$ cat config.mk
export PLATFORM = sky130hd
export DESIGN_NAME = sdram_rank_mon
export DESIGN_NICKNAME = d
export VERILOG_FILES = /design/src/rtl/sdram_chk_pkg.sv /design/src/rtl/sdram_cmd_decode.sv /design/src/rtl/sdram_bank_fsm.sv /design/src/rtl/sdram_rank_mon.sv
export SDC_FILE = /design/constraint.sdc
export NUM_CORES = 1
export LEC_CHECK = 0
export ABC_AREA = 1
export BUFFER_PORTS_ARGS = -buffer_cell sky130_fd_sc_hd__buf_2
export CORE_MARGIN = 3
export CORE_UTILIZATION = 40
export CTS_CLUSTER_SIZE = 30
export DETAILED_ROUTE_END_ITERATION = 6
export HOLD_SLACK_MARGIN = 0.05
export SLEW_MARGIN = 10
export SYNTH_ARGS = -nofsm -noshare
export SYNTH_HDL_FRONTEND = slang
export SYNTH_SLANG_ARGS = --single-unit
$ cat constraint.sdc
create_clock -name clk -period 2.5 [get_ports clk]
set_clock_uncertainty 0.1 [all_clocks]
set_input_delay 0.5 -clock clk [delete_from_list [all_inputs] [get_ports clk]]
set_output_delay 0.5 -clock clk [all_outputs]
set_load 0.02 [all_outputs]
$ cat src/rtl/sdram_chk_pkg.sv
package sdram_chk_pkg;

    typedef enum logic [2:0] {
        CMD_NOP,
        CMD_MRS,
        CMD_REF,
        CMD_ACT,
        CMD_PRE,
        CMD_RD,
        CMD_WR,
        CMD_BST
    } cmd_e;

    typedef enum logic [1:0] {
        BK_IDLE,
        BK_ACTIVE,
        BK_AP_BURST
    } bank_state_e;

    typedef enum logic [2:0] {
        V_NONE    = 3'd0,
        V_TRCD    = 3'd1,
        V_TRP_TRC = 3'd2,
        V_TRRD    = 3'd3,
        V_TRAS    = 3'd4,
        V_STATE   = 3'd5,
        V_MRD     = 3'd6,
        V_APLOCK  = 3'd7
    } viol_e;

    function automatic int max2(input int a, input int b);
        return (a > b) ? a : b;
    endfunction

endpackage

$ cat src/rtl/sdram_cmd_decode.sv
module sdram_cmd_decode
    import sdram_chk_pkg::*;
(
    input  logic cs_n,
    input  logic cke_q,
    input  logic ras_n,
    input  logic cas_n,
    input  logic we_n,
    output cmd_e cmd
);

    always_comb begin
        cmd = CMD_NOP;
        if (!cs_n && cke_q) begin
            unique case ({ras_n, cas_n, we_n})
                3'b000: cmd = CMD_MRS;
                3'b001: cmd = CMD_REF;
                3'b011: cmd = CMD_ACT;
                3'b010: cmd = CMD_PRE;
                3'b101: cmd = CMD_RD;
                3'b100: cmd = CMD_WR;
                3'b110: cmd = CMD_BST;
                3'b111: cmd = CMD_NOP;
            endcase
        end
    end

endmodule

$ cat src/rtl/sdram_bank_fsm.sv
module sdram_bank_fsm
    import sdram_chk_pkg::*;
#(
    parameter int T_RCD     = 3,
    parameter int T_RP      = 3,
    parameter int T_RC      = 9,
    parameter int T_RAS     = 6,
    parameter int BURST_LEN = 4,
    parameter int CNT_W     = 4
) (
    input  logic        clk,
    input  logic        rst_n,
    input  cmd_e        cmd,
    input  logic        sel,
    input  logic        a10,
    input  logic        apply,
    output bank_state_e state,
    output viol_e       err
);

    localparam int BL_W = $clog2(BURST_LEN + 1);
    localparam logic [CNT_W-1:0] CNT_SAT = '1;
    localparam logic [CNT_W-1:0] LIM_RCD = CNT_W'(T_RCD);
    localparam logic [CNT_W-1:0] LIM_RP  = CNT_W'(T_RP);
    localparam logic [CNT_W-1:0] LIM_RC  = CNT_W'(T_RC);
    localparam logic [CNT_W-1:0] LIM_RAS = CNT_W'(T_RAS);

    bank_state_e      state_q, state_d;
    logic [CNT_W-1:0] act_cnt, pre_cnt;
    logic [BL_W-1:0]  burst_left;
    logic             go, col_cmd, burst_end;

    assign go        = apply && sel;
    assign col_cmd   = (cmd == CMD_RD) || (cmd == CMD_WR);
    assign burst_end = (state_q == BK_AP_BURST) && (burst_left == BL_W'(1));
    assign state     = state_q;

    // state register
    always_ff @(posedge clk or negedge rst_n) begin
        if (!rst_n) state_q <= BK_IDLE;
        else        state_q <= state_d;
    end

    // next state: open, close, auto-close, burst-end
    always_comb begin
        state_d = state_q;
        unique case (state_q)
            BK_IDLE: begin
                if (go && cmd == CMD_ACT) state_d = BK_ACTIVE;
            end
            BK_ACTIVE: begin
                if (go && cmd == CMD_PRE)      state_d = BK_IDLE;
                else if (go && col_cmd && a10) state_d = BK_AP_BURST;
            end
            BK_AP_BURST: begin
                if (burst_end) state_d = BK_IDLE;
            end
            default: state_d = BK_IDLE;
        endcase
    end

    // outputs: per-bank rule check for the command in flight
    always_comb begin
        err = V_NONE;
        if (sel) begin
            unique case (cmd)
                CMD_ACT: begin
                    if (state_q != BK_IDLE)
                        err = V_STATE;
                    else if (pre_cnt < LIM_RP || act_cnt < LIM_RC)
                        err = V_TRP_TRC;
                end
                CMD_RD, CMD_WR: begin
                    if (state_q != BK_ACTIVE)
                        err = V_STATE;
                    else if (act_cnt < LIM_RCD)
                        err = V_TRCD;
                end
                CMD_PRE: begin
                    if (state_q == BK_AP_BURST)
                        err = V_STATE;
                    else if (state_q == BK_ACTIVE && act_cnt < LIM_RAS)
                        err = V_TRAS;
                end
                default: err = V_NONE;
            endcase
        end
    end

    // spacing counters and burst countdown
    always_ff @(posedge clk or negedge rst_n) begin
        if (!rst_n) begin
            act_cnt    <= CNT_SAT;
            pre_cnt    <= CNT_SAT;
            burst_left <= '0;
        end else begin
            if (go && cmd == CMD_ACT)   act_cnt <= CNT_W'(1);
            else if (act_cnt != CNT_SAT) act_cnt <= act_cnt + 1'b1;

            if ((go && cmd == CMD_PRE) || burst_end) pre_cnt <= CNT_W'(1);
            else if (pre_cnt != CNT_SAT)             pre_cnt <= pre_cnt + 1'b1;

            if (go && col_cmd && a10)  burst_left <= BL_W'(BURST_LEN);
            else if (burst_left != '0) burst_left <= burst_left - 1'b1;
        end
    end

endmodule

$ cat src/rtl/sdram_rank_mon.sv
module sdram_rank_mon
    import sdram_chk_pkg::*;
#(
    parameter int BA_W      = 2,
    parameter int T_RCD     = 3,
    parameter int T_RP      = 3,
    parameter int T_RC      = 9,
    parameter int T_RAS     = 6,
    parameter int T_RRD     = 2,
    parameter int T_MRD     = 2,
    parameter int BURST_LEN = 4,
    parameter int CNT_W     = 4
) (
    input  logic            clk,
    input  logic            rst_n,
    input  logic            cs_n,
    input  logic            cke,
    input  logic            ras_n,
    input  logic            cas_n,
    input  logic            we_n,
    input  logic [BA_W-1:0] ba,
    input  logic            a10,
    output logic            err_valid,
    output viol_e           err_code,
    output logic [BA_W-1:0] err_bank,
    output logic            cke_q_o
);

    localparam int NUM_BANKS = 1 << BA_W;
    localparam logic [CNT_W-1:0] CNT_SAT = '1;
    localparam logic [CNT_W-1:0] LIM_RRD = CNT_W'(T_RRD);
    localparam logic [CNT_W-1:0] LIM_MRD = CNT_W'(T_MRD);

    logic             cke_q;
    cmd_e             cmd;
    logic             apply;
    logic [CNT_W-1:0] rrd_cnt, mrs_cnt;
    bank_state_e      bst  [NUM_BANKS];
    viol_e            berr [NUM_BANKS];
    logic             lock, any_busy, any_perr;
    logic [BA_W-1:0]  busy_bank, perr_bank;
    viol_e            perr_code;
    viol_e            code;
    logic [BA_W-1:0]  code_bank;

    always_ff @(posedge clk or negedge rst_n) begin
        if (!rst_n) cke_q <= 1'b0;
        else        cke_q <= cke;
    end
    assign cke_q_o = cke_q;

    sdram_cmd_decode u_dec (
        .cs_n  (cs_n),
        .cke_q (cke_q),
        .ras_n (ras_n),
        .cas_n (cas_n),
        .we_n  (we_n),
        .cmd   (cmd)
    );

    for (genvar g = 0; g < NUM_BANKS; g++) begin : g_bank
        logic sel;
        assign sel = (ba == BA_W'(g)) || (cmd == CMD_PRE && a10);
        sdram_bank_fsm #(
            .T_RCD     (T_RCD),
            .T_RP      (T_RP),
            .T_RC      (T_RC),
            .T_RAS     (T_RAS),
            .BURST_LEN (BURST_LEN),
            .CNT_W     (CNT_W)
        ) u_bank (
            .clk   (clk),
            .rst_n (rst_n),
            .cmd   (cmd),
            .sel   (sel),
            .a10   (a10),
            .apply (apply),
            .state (bst[g]),
            .err   (berr[g])
        );
    end

    // rank-wide scans, lowest bank wins
    always_comb begin
        lock      = 1'b0;
        any_busy  = 1'b0;
        any_perr  = 1'b0;
        busy_bank = '0;
        perr_bank = '0;
        perr_code = V_NONE;
        for (int b = NUM_BANKS - 1; b >= 0; b--) begin
            if (bst[b] == BK_AP_BURST) lock = 1'b1;
            if (bst[b] != BK_IDLE) begin
                any_busy  = 1'b1;
                busy_bank = BA_W'(b);
            end
            if (berr[b] != V_NONE) begin
                any_perr  = 1'b1;
                perr_bank = BA_W'(b);
                perr_code = berr[b];
            end
        end
    end

    // cause selection in priority order
    always_comb begin
        code      = V_NONE;
        code_bank = ba;
        if (cmd != CMD_NOP && mrs_cnt < LIM_MRD) begin
            code = V_MRD;
        end else begin
            unique case (cmd)
                CMD_RD, CMD_WR: begin
                    if (lock) code = V_APLOCK;
                    else      code = berr[ba];
                end
                CMD_ACT: begin
                    if (berr[ba] != V_NONE)  code = berr[ba];
                    else if (rrd_cnt < LIM_RRD) code = V_TRRD;
                end
                CMD_PRE: begin
                    if (a10) begin
                        if (any_perr) begin
                            code      = perr_code;
                            code_bank = perr_bank;
                        end
                    end else begin
                        code = berr[ba];
                    end
                end
                CMD_MRS, CMD_REF: begin
                    if (any_busy) begin
                        code      = V_STATE;
                        code_bank = busy_bank;
                    end
                end
                default: code = V_NONE;
            endcase
        end
    end

    assign apply     = (cmd != CMD_NOP) && (code == V_NONE);
    assign err_valid = (code != V_NONE);
    assign err_code  = code;
    assign err_bank  = code_bank;

    always_ff @(posedge clk or negedge rst_n) begin
        if (!rst_n) begin
            rrd_cnt <= CNT_SAT;
            mrs_cnt <= CNT_SAT;
        end else begin
            if (apply && cmd == CMD_ACT) rrd_cnt <= CNT_W'(1);
            else if (rrd_cnt != CNT_SAT) rrd_cnt <= rrd_cnt + 1'b1;

            if (apply && cmd == CMD_MRS) mrs_cnt <= CNT_W'(1);
            else if (mrs_cnt != CNT_SAT) mrs_cnt <= mrs_cnt + 1'b1;
        end
    end

endmodule

==> results.sh <==
export IMPL_num_rows=38
export IMPL_crit_family="simple AND/OR/NAND/NOR gates"
export IMPL_syn_area_per_cell_um2=7.13
export IMPL_synth_cell_types=38
export IMPL_grt_pass1_vias=4998
export IMPL_synth_enable_flop_cells=0
export IMPL_drt_pass1_iterations=4
export IMPL_post_place_ws_ns=-0.660
export IMPL_final_cells=961
export IMPL_cp_end_kind="output port"
export IMPL_synth_top_family_by_area="simple AND/OR/NAND/NOR gates"
export IMPL_synth_warnings=0
export IMPL_period_share=1.25
export IMPL_totalWireLength_um=14000
export IMPL_grt_pass1_wl_um=23000
export IMPL_ys_ff_latch=61
export IMPL_relSlewSlack=0.636
export IMPL_critical_path_max_stage_delay_ns=0.54
export IMPL_dieArea_mm2=0.0126
export IMPL_crit_path_frequent_cell="nand2_1"
export IMPL_violations="negative setup slack"
export IMPL_cts_max_level=3
export IMPL_cts_hold_buf=0
export IMPL_reg2reg_from="g_bank[1].u_bank.act_cnt[1]$_DFFE_PN1P_"
export IMPL_routedWlPerCell_um=14.5
export IMPL_synth_seq_area_share=0.350
export IMPL_critPathKind="flop to output port"
export IMPL_cp_slowest_cell="dfstp_2"
export IMPL_postSynth_asyncResetShare=1.00
export IMPL_final_cell_mix="buf_4, nand2_1, inv_1"
export IMPL_synth_adder_area_share=0.0722
export IMPL_cts_buffers=9
export IMPL_antenna_cells=0
export IMPL_crit_fanout=3
export IMPL_synthDominantCellAreaShare=0.233
export IMPL_cts_tree="built"
export IMPL_cp_start_kind="flop"
export IMPL_p_per_area_mw_per_mm2=961
export IMPL_antenna_found_initial=0
export IMPL_reg2regPathDepth=22
export IMPL_cp_arrival_ns=2.53
export IMPL_vdd_drop_max_uv=629
export IMPL_worstMarginPinSlew_ns=0.545
export IMPL_cts_max_path_buffers=2
export IMPL_ant_nets=0
export IMPL_clk_pin_slew_ns=0.05
export IMPL_finalSetupViolCount=66
export IMPL_status="finished with violations"
export IMPL_io_pins=17
export IMPL_rrSetupSlack_ns=-0.50
export IMPL_yosys_area_top_type="dfstp_2"
export IMPL_insertion_delay_ns=0.33
export IMPL_synth_compound_area_share=0.0763
export IMPL_cp_cell_sequence="inv_2 > ha_4 > nand2_4 > nand2_2 > a21oi_2 > nor2_1 > nand2_1 > nand4_1 > nor3_2 > nand2_1 > inv_2 > nand2_2 > o2111ai_2 > o21ai_1 > nand2_1 > o21ai_1 > buf_4"
export IMPL_cts_sinks=61
export IMPL_worst_hold_path_type="primary input to asynchronous set/reset pin"
export IMPL_syn_inst=632
export IMPL_dp_hpwl_um=9520
export IMPL_max_freq_mhz=320
export IMPL_groute_usage_overall=0.224
export IMPL_drt_initial_drc_count=212
export IMPL_grt_max_degree=43
export IMPL_ys_flop_type="dfstp_2"
export IMPL_syn_nets=668
export IMPL_drive_gt1_frac=0.525
export IMPL_drc=0
export IMPL_fin_ws_ns=-0.627
export IMPL_hold_viol=0
export IMPL_reg2reg_to="g_bank[2].u_bank.burst_left[1]$_DFFE_PN0P_"
export IMPL_syn2layout_area_growth_pct=63.8
export IMPL_crit_required_ns=1.90
export IMPL_ys_top_cells_by_area="dfstp_2, nand2_1, dfrtp_1"
export IMPL_core_area_mm2=0.0109
export IMPL_synth_simple_area_share=0.384
export IMPL_avgViaCountPerCell=5.11
export IMPL_slew_violations=0
export IMPL_place_congestion=0.895
export IMPL_max_cap_viol_count=0
export IMPL_grt_remaining_overflow=0
export IMPL_rsz0062_at_grt="true"
export IMPL_cts_root_buffer="clkbuf_16"
export IMPL_fin_crit_ns=3.13
export IMPL_place_area_mm2=0.00574
export IMPL_netlist_area_mm2=0.00451
export IMPL_path_buf_inv=3
export IMPL_synth_area_mux_share=0
export IMPL_dieWidth_um=112
export IMPL_p_leak_nw=3.75
export IMPL_dr_total_vias=4907
export IMPL_utilization=0.675
export IMPL_dp_cells=899
export IMPL_fp_dieH_um=112
export IMPL_mostFrequentLayoutCell="buf_4"
export IMPL_layout_nets=852
export IMPL_io_buffers=16
export IMPL_synthXorXnorAreaFrac=0.0253
export IMPL_start_util=0.412
export IMPL_design_area_mm2=0.00738
==> layout make-up <==
cell class,count,area (um2)
repair buffers,176,1510
clock inverters,3,42.5
fillers,846,3550
inverters,106,430
multi-input cells,462,3380
clock buffers,13,270
well taps,140,175
flip-flops and latches,61,1580
==> synthesized netlist by cell type (3+ instances only) <==
cell type  count
a21oi_1       21
a22oi_1        3
dfrtp_1       21
dfstp_2       40
ha_1          26
inv_1        102
inv_2          4
nand2_1      161
nand2_2        9
nand3_1       81
nand3_2        3
nand3b_1       5
nand4_1       16
nand4_2        4
nor2_1        63
nor2_4         7
nor3_1         7
o211ai_1       4
o21a_1         3
o21ai_0       17
o21ai_1        3
xor2_1        12
==> per-stage QoR <==
step	total power (W)	hold WS, ns	setup TNS [ns]
finish	0.00709	0.0564	-27.58
global route	0.00766	0.0849	-38.57
CTS	0.00687	0.0647	-26.87
detailed placement	0.00499	0.404	-36.73
global placement	0.00482	0.394	-32.33
floorplan	0.00391	0.104	-2.10
==> sequential cells by signal (all words and copies together) (netlist names) <==
name and count:
g_bank.u_bank.state 8, mrs_cnt 4, cke_q_o 1, g_bank.u_bank.act_cnt 16, g_bank.u_bank.burst_left 12, g_bank.u_bank.pre_cnt 16, rrd_cnt 4
==> per-layer routing <==
metal,vias up,part of all wire,global-route usage
met4,0,0.040,0.105
met5,-,0,0
met2,105,0.49,0.383
met3,40,0.038,0.0350
li1,2414,-,-
met1,2348,0.43,0.278
==> report_power, final <==
group / internal [W] / total [W] / switching, W
registers: 0.00169 / 0.00203 / 0.000341
logic: 0.00177 / 0.00376 / 0.00199
clock network: 0.000851 / 0.00130 / 0.000450
==> worst max-delay path by stage <==
stage | start | endpoint | slack (ns) | cells after the start
floorplan | cs_n | g_bank[0].u_bank.state[0]$_DFFE_PN0P_ | -0.13 | 21
global placement | cs_n | g_bank[2].u_bank.burst_left[1]$_DFFE_PN0P_ | -0.60 | 21
detailed placement | cs_n | g_bank[0].u_bank.state[0]$_DFFE_PN0P_ | -0.66 | 21
CTS | g_bank[1].u_bank.act_cnt[0]$_DFFE_PN1P_ | err_bank[0] | -0.63 | 17
global route | cke_q_o$_DFF_PN0_ | err_bank[0] | -0.76 | 18
finish | g_bank[2].u_bank.act_cnt[0]$_DFFE_PN1P_ | err_bank[0] | -0.63 | 17
==> cells by family (layout without fill, tap and decap cells) <==
kind of cell	after synthesis	in the layout
buffers and inverters	109	298
adders and majority gates	26	26
and+or+nand+nor	365	365
DFF	61	61
xor gates and xnor gates	13	13
AOI/OAI and AO/OA	58	58
==> repair_timing <==
action | CTS | global route
setup endpoints to repair | 66 | 66
gates cloned | 0 | 0
buffers inserted | 45 | 8
pin swaps | 59 | 60
resized for setup | 166 | 81
(Power assumes the default switching activity.)
